<file path="config.mk">
export PLATFORM = sky130hd
export DESIGN_NAME = pgbuf_flash_ctrl
export DESIGN_NICKNAME = d
export VERILOG_FILES = /design/src/rtl/pgbuf_pkg.sv /design/src/rtl/pgbuf_store.sv /design/src/rtl/pgbuf_seq.sv /design/src/rtl/pgbuf_flash_ctrl.sv
export SDC_FILE = /design/constraint.sdc
export NUM_CORES = 1
export LEC_CHECK = 0
export ABC_CLOCK_PERIOD_IN_PS = 3860
export BUFFER_PORTS_ARGS = -buffer_cell sky130_fd_sc_hd__buf_2
export CORE_MARGIN = 2
export CORE_UTILIZATION = 60
export CTS_CLUSTER_SIZE = 20
export DETAILED_ROUTE_END_ITERATION = 16
export PLACE_DENSITY = 0.83
export SYNTH_ARGS = -nofsm -noshare
export SYNTH_HDL_FRONTEND = slang
export SYNTH_SLANG_ARGS = --single-unit
</file>
<file path="constraint.sdc">
create_clock -name clk -period 3.86 [get_ports clk]
set_input_delay 1.158 -clock clk [delete_from_list [all_inputs] [get_ports clk]]
set_output_delay 1.158 -clock clk [all_outputs]
set_load 0.05 [all_outputs]
</file>
<file path="src/rtl/pgbuf_pkg.sv">
package pgbuf_pkg;
    typedef enum logic [1:0] {
        SEL_CMD  = 2'd0,
        SEL_DATA = 2'd1,
        SEL_ALO  = 2'd2,
        SEL_AHI  = 2'd3
    } reg_sel_e;

    typedef enum logic {
        FOP_ERASE = 1'b0,
        FOP_PROG  = 1'b1
    } fop_e;

    localparam logic [7:0] CMD_LOAD       = 8'h01;
    localparam logic [7:0] CMD_ERASE_PROG = 8'h02;
endpackage

</file>
<file path="src/rtl/pgbuf_store.sv">
module pgbuf_store #(
    parameter int PAGE_BYTES = 16,
    parameter int SLOT_W     = $clog2(PAGE_BYTES)
) (
    input  logic                        clk,
    input  logic                        rst_n,
    input  logic                        clr_all,
    input  logic                        clr_flags,
    input  logic                        wr_en,
    input  logic [SLOT_W-1:0]           wr_slot,
    input  logic [7:0]                  wr_data,
    output logic [PAGE_BYTES-1:0][7:0]  bytes_o,
    output logic [PAGE_BYTES-1:0]       flags_o
);
    typedef struct packed {
        logic [PAGE_BYTES-1:0][7:0] bytes;
        logic [PAGE_BYTES-1:0]      flags;
    } store_t;

    store_t st_d, st_q;

    always_comb begin
        st_d = st_q;
        if (clr_all) begin
            st_d.bytes = '0;
            st_d.flags = '0;
        end else begin
            if (clr_flags) begin
                st_d.flags = '0;
            end
            if (wr_en) begin
                st_d.bytes[wr_slot] = wr_data;
                st_d.flags[wr_slot] = 1'b1;
            end
        end
    end

    always_ff @(posedge clk or negedge rst_n) begin
        if (!rst_n) begin
            st_q <= '0;
        end else begin
            st_q <= st_d;
        end
    end

    assign bytes_o = st_q.bytes;
    assign flags_o = st_q.flags;
endmodule

</file>
<file path="src/rtl/pgbuf_seq.sv">
module pgbuf_seq
    import pgbuf_pkg::*;
#(
    parameter int PAGE_BYTES   = 16,
    parameter int SLOT_W       = $clog2(PAGE_BYTES),
    parameter int ADDR_W       = 16,
    parameter int ERASE_CYCLES = 250000,
    parameter int PROG_CYCLES  = 250000
) (
    input  logic                        clk,
    input  logic                        rst_n,
    input  logic                        start,
    input  logic [ADDR_W-SLOT_W-1:0]    page_i,
    input  logic [PAGE_BYTES-1:0]       flags_i,
    input  logic [PAGE_BYTES-1:0][7:0]  bytes_i,
    output logic                        busy_o,
    output logic                        finish_o,
    output logic                        fl_req_o,
    output logic                        fl_op_o,
    output logic [ADDR_W-1:0]           fl_addr_o,
    output logic [7:0]                  fl_data_o,
    output logic                        fl_done_o
);
    localparam int PAGE_W = ADDR_W - SLOT_W;
    localparam int MAXC   = (ERASE_CYCLES > PROG_CYCLES) ? ERASE_CYCLES : PROG_CYCLES;
    localparam int CNT_W  = $clog2(MAXC + 1);
    localparam logic [SLOT_W-1:0] LAST_SLOT = SLOT_W'(PAGE_BYTES - 1);
    localparam logic [CNT_W-1:0]  ERASE_LD  = CNT_W'(ERASE_CYCLES - 1);
    localparam logic [CNT_W-1:0]  PROG_LD   = CNT_W'(PROG_CYCLES - 1);

    typedef enum logic [1:0] {S_IDLE, S_SCAN, S_WAIT, S_NEXT} seq_st_e;

    typedef struct packed {
        seq_st_e             st;
        logic [SLOT_W-1:0]   slot;
        logic [PAGE_W-1:0]   page;
        logic [CNT_W-1:0]    cnt;
        logic                req;
        logic                done;
        fop_e                op;
        logic [ADDR_W-1:0]   addr;
        logic [7:0]          data;
    } seq_t;

    seq_t sq_d, sq_q;
    logic fin;

    always_comb begin
        sq_d      = sq_q;
        sq_d.req  = 1'b0;
        sq_d.done = 1'b0;
        fin       = 1'b0;
        unique case (sq_q.st)
            S_IDLE: begin
                if (start) begin
                    sq_d.st   = S_SCAN;
                    sq_d.slot = '0;
                    sq_d.page = page_i;
                end
            end
            S_SCAN: begin
                if (flags_i[sq_q.slot]) begin
                    sq_d.req  = 1'b1;
                    sq_d.op   = FOP_ERASE;
                    sq_d.addr = {sq_q.page, sq_q.slot};
                    sq_d.data = 8'hFF;
                    sq_d.cnt  = ERASE_LD;
                    sq_d.st   = S_WAIT;
                end else if (sq_q.slot == LAST_SLOT) begin
                    sq_d.st = S_IDLE;
                    fin     = 1'b1;
                end else begin
                    sq_d.slot = sq_q.slot + SLOT_W'(1);
                end
            end
            S_WAIT: begin
                if (sq_q.cnt == '0) begin
                    sq_d.done = 1'b1;
                    sq_d.st   = S_NEXT;
                end else begin
                    sq_d.cnt = sq_q.cnt - CNT_W'(1);
                end
            end
            S_NEXT: begin
                if (sq_q.op == FOP_ERASE) begin
                    sq_d.req  = 1'b1;
                    sq_d.op   = FOP_PROG;
                    sq_d.data = bytes_i[sq_q.slot];
                    sq_d.cnt  = PROG_LD;
                    sq_d.st   = S_WAIT;
                end else if (sq_q.slot == LAST_SLOT) begin
                    sq_d.st = S_IDLE;
                    fin     = 1'b1;
                end else begin
                    sq_d.slot = sq_q.slot + SLOT_W'(1);
                    sq_d.st   = S_SCAN;
                end
            end
            default: sq_d.st = S_IDLE;
        endcase
    end

    always_ff @(posedge clk or negedge rst_n) begin
        if (!rst_n) begin
            sq_q <= '{st: S_IDLE, op: FOP_ERASE, default: '0};
        end else begin
            sq_q <= sq_d;
        end
    end

    assign busy_o    = (sq_q.st != S_IDLE);
    assign finish_o  = fin;
    assign fl_req_o  = sq_q.req;
    assign fl_op_o   = sq_q.op;
    assign fl_addr_o = sq_q.addr;
    assign fl_data_o = sq_q.data;
    assign fl_done_o = sq_q.done;
endmodule

</file>
<file path="src/rtl/pgbuf_flash_ctrl.sv">
module pgbuf_flash_ctrl
    import pgbuf_pkg::*;
#(
    parameter int PAGE_BYTES   = 16,
    parameter int ERASE_CYCLES = 250000,
    parameter int PROG_CYCLES  = 250000
) (
    input  logic        clk,
    input  logic        rst_n,
    input  logic        reg_we,
    input  logic [1:0]  reg_sel,
    input  logic [7:0]  reg_wdata,
    output logic [7:0]  reg_rdata,
    output logic        fl_req,
    output logic        fl_op,
    output logic [15:0] fl_addr,
    output logic [7:0]  fl_data,
    output logic        fl_done
);
    localparam int SLOT_W = $clog2(PAGE_BYTES);
    localparam int ADDR_W = 16;
    localparam int PAGE_W = ADDR_W - SLOT_W;

    typedef struct packed {
        logic [7:0] alo;
        logic [7:0] ahi;
        logic       cmpl;
        logic       err;
    } ctl_t;

    ctl_t ctl_d, ctl_q;

    logic                        seq_busy;
    logic                        seq_finish;
    logic                        wr_cmd;
    logic                        wr_dat;
    logic                        load_clr;
    logic                        seq_start;
    logic [PAGE_W-1:0]           page_sel;
    logic [PAGE_BYTES-1:0][7:0]  buf_bytes;
    logic [PAGE_BYTES-1:0]       buf_flags;

    assign wr_cmd    = reg_we && (reg_sel == SEL_CMD)  && !seq_busy;
    assign wr_dat    = reg_we && (reg_sel == SEL_DATA) && !seq_busy;
    assign load_clr  = wr_cmd && (reg_wdata == CMD_LOAD);
    assign seq_start = wr_cmd && (reg_wdata == CMD_ERASE_PROG);
    assign page_sel  = {ctl_q.ahi, ctl_q.alo[7:SLOT_W]};

    always_comb begin
        ctl_d = ctl_q;
        if (seq_finish) begin
            ctl_d.cmpl = 1'b1;
        end
        if (wr_cmd) begin
            ctl_d.cmpl = 1'b0;
            ctl_d.err  = !((reg_wdata == CMD_LOAD) || (reg_wdata == CMD_ERASE_PROG));
        end
        if (wr_dat) begin
            ctl_d.alo[SLOT_W-1:0] = ctl_q.alo[SLOT_W-1:0] + SLOT_W'(1);
        end
        if (reg_we && (reg_sel == SEL_ALO)) begin
            ctl_d.alo = reg_wdata;
        end
        if (reg_we && (reg_sel == SEL_AHI)) begin
            ctl_d.ahi = reg_wdata;
        end
    end

    always_ff @(posedge clk or negedge rst_n) begin
        if (!rst_n) begin
            ctl_q <= '0;
        end else begin
            ctl_q <= ctl_d;
        end
    end

    always_comb begin
        unique case (reg_sel)
            SEL_CMD:  reg_rdata = {5'b0, ctl_q.err, ctl_q.cmpl, seq_busy};
            SEL_DATA: reg_rdata = 8'h00;
            SEL_ALO:  reg_rdata = ctl_q.alo;
            default:  reg_rdata = ctl_q.ahi;
        endcase
    end

    pgbuf_store #(
        .PAGE_BYTES (PAGE_BYTES),
        .SLOT_W     (SLOT_W)
    ) store_i (
        .clk       (clk),
        .rst_n     (rst_n),
        .clr_all   (load_clr),
        .clr_flags (seq_finish),
        .wr_en     (wr_dat),
        .wr_slot   (ctl_q.alo[SLOT_W-1:0]),
        .wr_data   (reg_wdata),
        .bytes_o   (buf_bytes),
        .flags_o   (buf_flags)
    );

    pgbuf_seq #(
        .PAGE_BYTES   (PAGE_BYTES),
        .SLOT_W       (SLOT_W),
        .ADDR_W       (ADDR_W),
        .ERASE_CYCLES (ERASE_CYCLES),
        .PROG_CYCLES  (PROG_CYCLES)
    ) seq_i (
        .clk       (clk),
        .rst_n     (rst_n),
        .start     (seq_start),
        .page_i    (page_sel),
        .flags_i   (buf_flags),
        .bytes_i   (buf_bytes),
        .busy_o    (seq_busy),
        .finish_o  (seq_finish),
        .fl_req_o  (fl_req),
        .fl_op_o   (fl_op),
        .fl_addr_o (fl_addr),
        .fl_data_o (fl_data),
        .fl_done_o (fl_done)
    );
endmodule

</file>
# Word level (Yosys, flattened, before mapping)
# Cells that the tools add are included.
# totals
ff_bits,225
wordCells,128
in_bits,13
# classes
n_bitwise,1
mux,44
eq_ne,17
n_lt_le_gt_ge,3
addsub,3
reduce_logical,29
# ops
cell,count
$mux W144,2
$bwmux W128,1
$pmux W18 S3,1
$mux W19,2
$mux W18,2
$bmux W8 S4,1
$demux W8 S4,1
$mux W16,2
$mux W25,1
$mux W8,3
$pmux W8 S3,1
$mux W4,5
$logic_not A18 Y1,1
$sub A18 B1 Y18 const B,1
$or A16 B16 Y16,1
$pmux W8 S2,1
$pmux W4 S3,1
$lt A4 B5 Y1 const B,2
$mux W2,5
$reduce_bool A2 Y1,5
$logic_and A1 B1 Y1,9
$mux W1,9
$add A4 B1 Y4 const B,2
$eq A2 B2 Y1 const B,4
other kinds (19),34

# Longest topological paths before layout
# Gate-level depths: netlist of run 1.
# logic_depth
depth_word,9
ltp_mapped,11
mapped_depth_nobuf,8

# Hierarchy
# Synthesis of run 1 repeated with hierarchy kept, for this count alone.
# unflattened
cells_unflattened,997
hier_area_um2,11586.1
# modules_own_cells
module,area_each_um2,cells_each,n_inst
pgbuf_store,6279.8,514,1
pgbuf_seq,4330.4,395,1
pgbuf_flash_ctrl,975.9,88,1

# Worst setup path after synthesis of run 1
# No wires, ideal clock.
# synth_path
kind,input port to output port
startpoint,input reg_sel[0]
endpoint,output reg_rdata[0]
t_arrival_ns,2.789
path_slack_ns,-0.087
n_path_buf,2
cell_stages,3
path_cell_list,clkbuf_1 > clkbuf_1 > o31ai_1
# synth_via
elab_chain_cells,2
# synth_lines
element,line,rtl
"start, declared",pgbuf_flash_ctrl.sv:11,"input logic [1:0] reg_sel,"
$eq A2 B2 Y1 (tied with other cells),pgbuf_flash_ctrl.sv:78,unique case (reg_sel)
$pmux W8 S3 *,pgbuf_flash_ctrl.sv:78,
"end, declared",pgbuf_flash_ctrl.sv:13,"output logic [7:0] reg_rdata,"
# Every way passes the cells marked *; elsewhere a longest branch is shown, timed or not.

# Worst setup path after layout of run 1
# layout_path
startpoint,input reg_sel[0]
endpoint,output reg_rdata[2]
# Same word-level chain as after synthesis.

==> results of run 1 <==
[logic make-up after synthesis]
| family | Yosys count |
|---|---|
| compound gates | 239 |
| xor+xnor | 1 |
| fa+ha+maj | 6 |
| buf+inv | 93 |
| flops | 225 |
| mux | 95 |
| simple gates | 236 |
[layer usage]
metal	track usage [%]	vias up
li1	-	3340
met1	39.4	3841
met2	47.3	349
met3	4.26	48
met4	9.09	0
met5	0	-
[sequential cells by signal, indices dropped and copies added (netlist names)]
name / flops
store_i.flags_o: 16
seq_i.fl_addr_o: 16
seq_i.sq_q: 36
seq_i.fl_req_o: 1
seq_i.fl_data_o: 8
ctl_q: 18
seq_i.fl_op_o: 1
store_i.bytes_o: 128
seq_i.fl_done_o: 1
[final timing paths]
path | startpoint | endpoint | slack (ns) | cells past startpoint
setup / recovery | reg_sel[0] | reg_rdata[2] | 0.46 | 5
hold / removal | seq_i.fl_data_o[2]$_DFFE_PN0P_ | seq_i.fl_data_o[2]$_DFFE_PN0P_ | 0.47 | 2
setup reg to reg | seq_i.sq_q[59]$_DFFE_PN0P_ | seq_i.fl_addr_o[12]$_DFFE_PN0P_ | 0.73 | 6
hold reg to reg | seq_i.fl_data_o[2]$_DFFE_PN0P_ | seq_i.fl_data_o[2]$_DFFE_PN0P_ | 0.47 | 2
max in group asynchronous | rst_n | seq_i.fl_data_o[7]$_DFFE_PN0P_ | 2.39 | 2
min in group asynchronous | rst_n | store_i.bytes_o[126]$_DFFE_PN0P_ | 0.64 | 1
[final cells by class]
class                           instances  area [um^2]  area share (%)
Sequential cell                       225         5630            48.5
Multi-Input combinational cell        577         4340            37.4
Clock buffer                           34          697            6.00
Timing Repair Buffer                   89          586            5.04
Tap cell                              225          282            2.42
Inverter                               15         56.3           0.485
Clock inverter                          4         20.0           0.172
[worst max-delay path: stages]
cell and delay, ns:
buf_2 0.09, buf_4 0.22, mux2_2 0.36, a22o_1 0.22
buf_2 0.20
[cell usage in the layout, fill, tap and decap left out, drive strengths merged, types with 2 or more instances in the layout]
cell    instances
a31oi           8
nor4b           3
or3b            2
buf            89
dfrtp         225
or3             4
o311a           2
o211ai          3
and2            2
nor2b           6
nor4            3
a31o            2
nand3          11
or4             6
ha              6
inv            15
nand2b          6
clkbuf         34
a21o            2
a21oi          26
nor3b           2
a32o            2
o32ai           2
o31ai           5
mux4           34
o22ai          10
o21ai          55
mux2           29
nand2         103
clkinv          4
a22o          114
nor3           12
and3            2
o21a            2
or2             3
nor2           69
mux2i          32
[report_power, final]
| part | total, mW | internal [mW] | switching [mW] |
|---|---|---|---|
| clock | 2.11 | 1.24 | 0.876 |
| sequential | 3.65 | 3.10 | 0.547 |
| combinational | 2.62 | 1.18 | 1.44 |
| total | 8.39 | 5.52 | 2.86 |
==> out/results.ini, run 1 <==
[route]
drc = 0
firstDrtPassIters = 5
wl_met3_mm = 1.65
via_per_inst = 6.48
routed_wl_mm = 25.3
vias = 7578
wl_per_cell_um = 21.7
drt_iter0_markers = 679
route.met2.wl_mm = 12.6
drt-met1-wl_mm = 10.5
routed.top_layer = met4
ant_nets = 0

[global_route]
grt_pass1_vias = 7594
overflow = 0
grt_max_degree = 83
grt_pass1_wl_mm = 41.3
grt_use_total_pct = 28.6
antenna_found_initial = 0

[final_layout]
final_core_util_pct = 67.8
layout.nets = 949
diodes = 0
drive_above_1_share_pct = 21.7
area_growth_pct = 11.4
fin_cells = 1169
n_fill_cell = 1174
stdcell_area_um2 = 11600

[placed_design]
placed_area_um2 = 10900
dp_cells = 1131
numPortBuffers = 47
hpwlAfterDp_mm = 16.4
place_ws_ns = 0.323
gp_congestion = 0.832

[floorplan]
die_h_um = 136
top_level_ports = 48
initial_core_util_pct = 60.9
core_um2 = 17100
die-area_um2 = 18400
num_rows = 48
die_width_um = 136

[pwr]
p_leak_nw = 5.57
vdd_drop_max_mv = 0.381
power.total_mw = 8.39
powerDensity_nw_per_um2 = 722

[yosys]
syn_area_per_cell_um2 = 11.6
ys.flop_type = dfrtp_1
synth_edf_count = 0
synth-simple-area-share_pct = 10.3
synth_commonest_cells = dfrtp_1 (225), a22o_1 (114), nand2_1 (103)
synth.top_cell.area_share_pct = 54.0
synth_top_area_cell = dfrtp_1
ys.warnings.count = 0
ys_types = 56
syn_inst = 895
netlist_area_um2 = 10400
synth_top_family_by_area = compound AO/OA/AOI/OAI gates
synthTopCellsByArea = dfrtp_1 (54%), a22o_1 (9.6%), mux4_2 (7.3%), nand2_1 (3.7%), mux2i_1 (3.1%)
syn_nets = 914
synth_most_common_cell = dfrtp_1
muxShareOfSynthArea_pct = 13.6
async_flop_share_pct = 100
synth_xor_area_share_pct = 0.0841
synthAdderAreaFrac_pct = 0.720
yosysSeqAreaShare_pct = 54.0
synth_compound_area_share_pct = 16.8
synth_seq_cells = 225

[cts]
clock_sinks = 225
worst_skew_pair.late_latency_ns = 0.50
ctsResizeCount = 0
cts.htree.levels = 1
numCtsBuffers = 22
cts_tree = built
post_cts_buffers = 0
cts_root_buffer = clkbuf_16
cts_max_path_buffers = 3
clk_pin_slew_ns = 0.06
hold_buffers = 0

[min_path]
hold_class = register to register

[timing]
worstMarginPinSlew_ns = 0.669
fmax_mhz = 294
fin_ws_ns = 0.455
max_slew_margin_pct = 55.0
tns_ns = 0
fin_crit_ns = 3.40
hold_ws_ns = 0.470
grt_setup_unrepaired = false
drv_slew = 0
fin_skew_ns = 0.00847
setup_viol = 0
post-route-period-util_pct = 88.2
hold_viol = 0

[worst_setup_path]
start_kind = primary input
arrival_ns = 2.25
required_ns = 2.70
worstSetupPathType = primary input to primary output
path_max_fanout = 15
crit_path_end_kind = primary output

[run_status]
status = finished clean

[job]
maxCapViolCount = 0

No activity file was read; power rests on OpenSTA's default activity.
==> inputs of run 2 (changes only) <==
Settings changed: BUFFER_PORTS_ARGS -buffer_cell sky130_fd_sc_hd__buf_2 to default, DONT_BUFFER_PORTS from default to 1, PLACE_DENSITY 0.83 to 0.81.
==> out/results.ini, run 2 (synthesis results as in run 1) <==
[cts]
cts.htree.levels = 1  ; unchanged
hold_buffers = 0  ; unchanged
cts_max_path_buffers = 3  ; unchanged
clock_sinks = 225  ; unchanged
ctsResizeCount = 0  ; unchanged
post_cts_buffers = 0  ; unchanged
clk_pin_slew_ns = 0.06  ; about the same
worst_skew_pair.late_latency_ns = 0.53  ; +0.03 ns
cts_tree = built
numCtsBuffers = 24  ; +9.1%
cts_root_buffer = clkbuf_16

[final_layout]
largest_register_ffs = 128  ; unchanged
layout_common_cells = dfrtp_1 (224), a22o_1 (114), nand2_1 (103)
layout.nets = 900  ; -5.2%
fin_cells = 1122  ; -4.0%
drive_above_1_share_pct = 17.5  ; -4.2 points
diodes = 0  ; unchanged
area_growth_pct = 9.69
final_common_cell = dfrtp_1
stdcell_area_um2 = 11400  ; -1.6%
n_fill_cell = 1201  ; +2.3%

[placed_design]
place_ws_ns = 0.439  ; +0.116 ns
dp_cells = 1080  ; -4.5%
hpwlAfterDp_mm = 15.9  ; -2.8%
placed_area_um2 = 10600  ; -2.6%
numPortBuffers = 0  ; -100%
gp_congestion = 0.825  ; -0.85%

[worst_setup_path]
cpPeakStageDelay_ns = 0.44  ; +0.08 ns
cp_top_family = compound AO/OA/AOI/OAI gates
start_kind = primary input
ff2ff_setup_slack_ns = 1.02  ; +0.29 ns
arrival_ns = 1.91  ; -0.34 ns
rr_startpoint = seq_i.sq_q[57]$_DFFE_PN0P_
worst-r2r-cell-count = 7  ; +1
crit_end = reg_rdata[2]
crit_path_end_kind = primary output
cp_num_buf_inv = 0  ; -3
startpoint = reg_sel[0]
worstSetupPathType = primary input to primary output
path_max_fanout = 16  ; +1
required_ns = 2.70  ; about the same
cp_cell_sequence = mux2_2 > a22o_1
r2r-end = seq_i.sq_q[40]$_DFFE_PN0P_
cp.depth = 2  ; -3
cpMaxStageDelayCell = a22o_1

[route]
drc = 0  ; unchanged
ant_nets = 0  ; unchanged
via_per_inst = 6.69  ; +3.3%
firstDrtPassIters = 6  ; +1
drt_iter0_markers = 803  ; +18%
routed_wl_mm = 25.3  ; -0.15%
vias = 7510  ; -0.90%
wl_per_cell_um = 22.5  ; +4.0%

[floorplan]
die_h_um = 136  ; unchanged
core_um2 = 17100  ; unchanged
initial_core_util_pct = 60.9  ; unchanged
num_rows = 48  ; unchanged
die-area_um2 = 18400  ; unchanged
top_level_ports = 48  ; unchanged
die_width_um = 136  ; unchanged

[timing]
fin_skew_ns = 0.0313  ; +0.0228 ns
post-route-period-util_pct = 79.6  ; -8.6 points
fin_ws_ns = 0.788  ; +0.333 ns
grt_setup_unrepaired = false
max_slew_margin_pct = 55.1  ; +0.084 points
tns_ns = 0  ; unchanged
fmax_mhz = 326  ; +11%
hold_viol = 0  ; unchanged
drv_slew = 0  ; unchanged
worstMarginPinSlew_ns = 0.671  ; +0.00150 ns
fin_crit_ns = 3.07  ; -0.333 ns
setup_viol = 0  ; unchanged

[global_route]
grt_use_total_pct = 28.3  ; -0.22 points
antenna_found_initial = 0  ; unchanged
overflow = 0  ; unchanged
grt_pass1_wl_mm = 40.7  ; -1.3%
grt_max_degree = 226  ; +170%
grt_pass1_vias = 7701  ; +1.4%

[pwr]
powerDensity_nw_per_um2 = 745  ; +3.2%
p_leak_nw = 5.36  ; -3.8%
vdd_drop_max_mv = 0.475  ; +25%
power.total_mw = 8.52  ; +1.6%

[min_path]
hold_class = primary input to async pin

[run_status]
status = finished clean

[job]
maxCapViolCount = 0  ; unchanged

==> run 2: cell types whose count changed in the layout (fill, tap and decap cells not counted), sizes merged <==
cell      previous run  this run
inv                 15        16
bufinv               0         3
clkbuf              34        33
buf                 89        38
clkinvlp             0         1
==> run 2: routing by layer <==
| metal | track usage (%) | vias to the layer above | part of all wire [%] |
|---|---|---|---|
| met3 | 5.20 | 87 | 7.7 |
| met1 | 37.9 | 3791 | 40 |
| met5 | 0 | - | 0 |
| li1 | - | 3262 | - |
| met2 | 46.0 | 370 | 48 |
| met4 | 12.0 | 0 | 4.1 |
==> run 2: area by class of cell <==
type | instances | area (um^2) | area share [%]
multi-input cells | 577 | 4340 | 38.0
well taps | 225 | 282 | 2.46
repair buffers | 38 | 298 | 2.61
flip-flops and latches | 225 | 5630 | 49.3
inverters | 15 | 56.3 | 0.493
clock buffers | 33 | 696 | 6.09
clock inverters | 9 | 126 | 1.11
==> run 2: how the worst min path moves through the flow <==
| stage | slack (ns) | to |
|---|---|---|
| final | 0.32 | seq_i.sq_q[53]$_DFFE_PN0P_ |
| after global routing | 0.31 | seq_i.fl_addr_o[12]$_DFFE_PN0P_ |
| after CTS | 0.32 | seq_i.fl_addr_o[6]$_DFFE_PN0P_ |
| after detailed placement | 0.47 | seq_i.sq_q[54]$_DFFE_PN0P_ |
| after global placement | 0.46 | seq_i.sq_q[53]$_DFFE_PN0P_ |
| after floorplan | 0.44 | seq_i.sq_q[45]$_DFFE_PN0P_ |
==> run 2: worst register-to-register path, stage by stage (launching register included) <==
cell	delay (ns)
dfrtp_2	0.59
mux4_2	0.58
mux2i_1	0.34
or3_1	0.20
and3_1	0.20
inv_1	0.21
or4_1	0.56
nand2_1	0.09
==> run 2: metrics by stage <==
stage          utilization, %  hold WS (ns)
4_1_cts                  66.8         0.317
3_3_place_gp             62.0         0.458
6_report                 66.8         0.320
3_5_place_dp             62.0         0.468
2_1_floorplan               -         0.439
5_1_grt                  66.8         0.308
==> run 2: power by group <==
group          internal (mW)  switching (mW)  total (mW)
registers               3.10           0.740        3.84
clock network           1.46           0.927        2.38
logic                   1.14            1.16        2.29
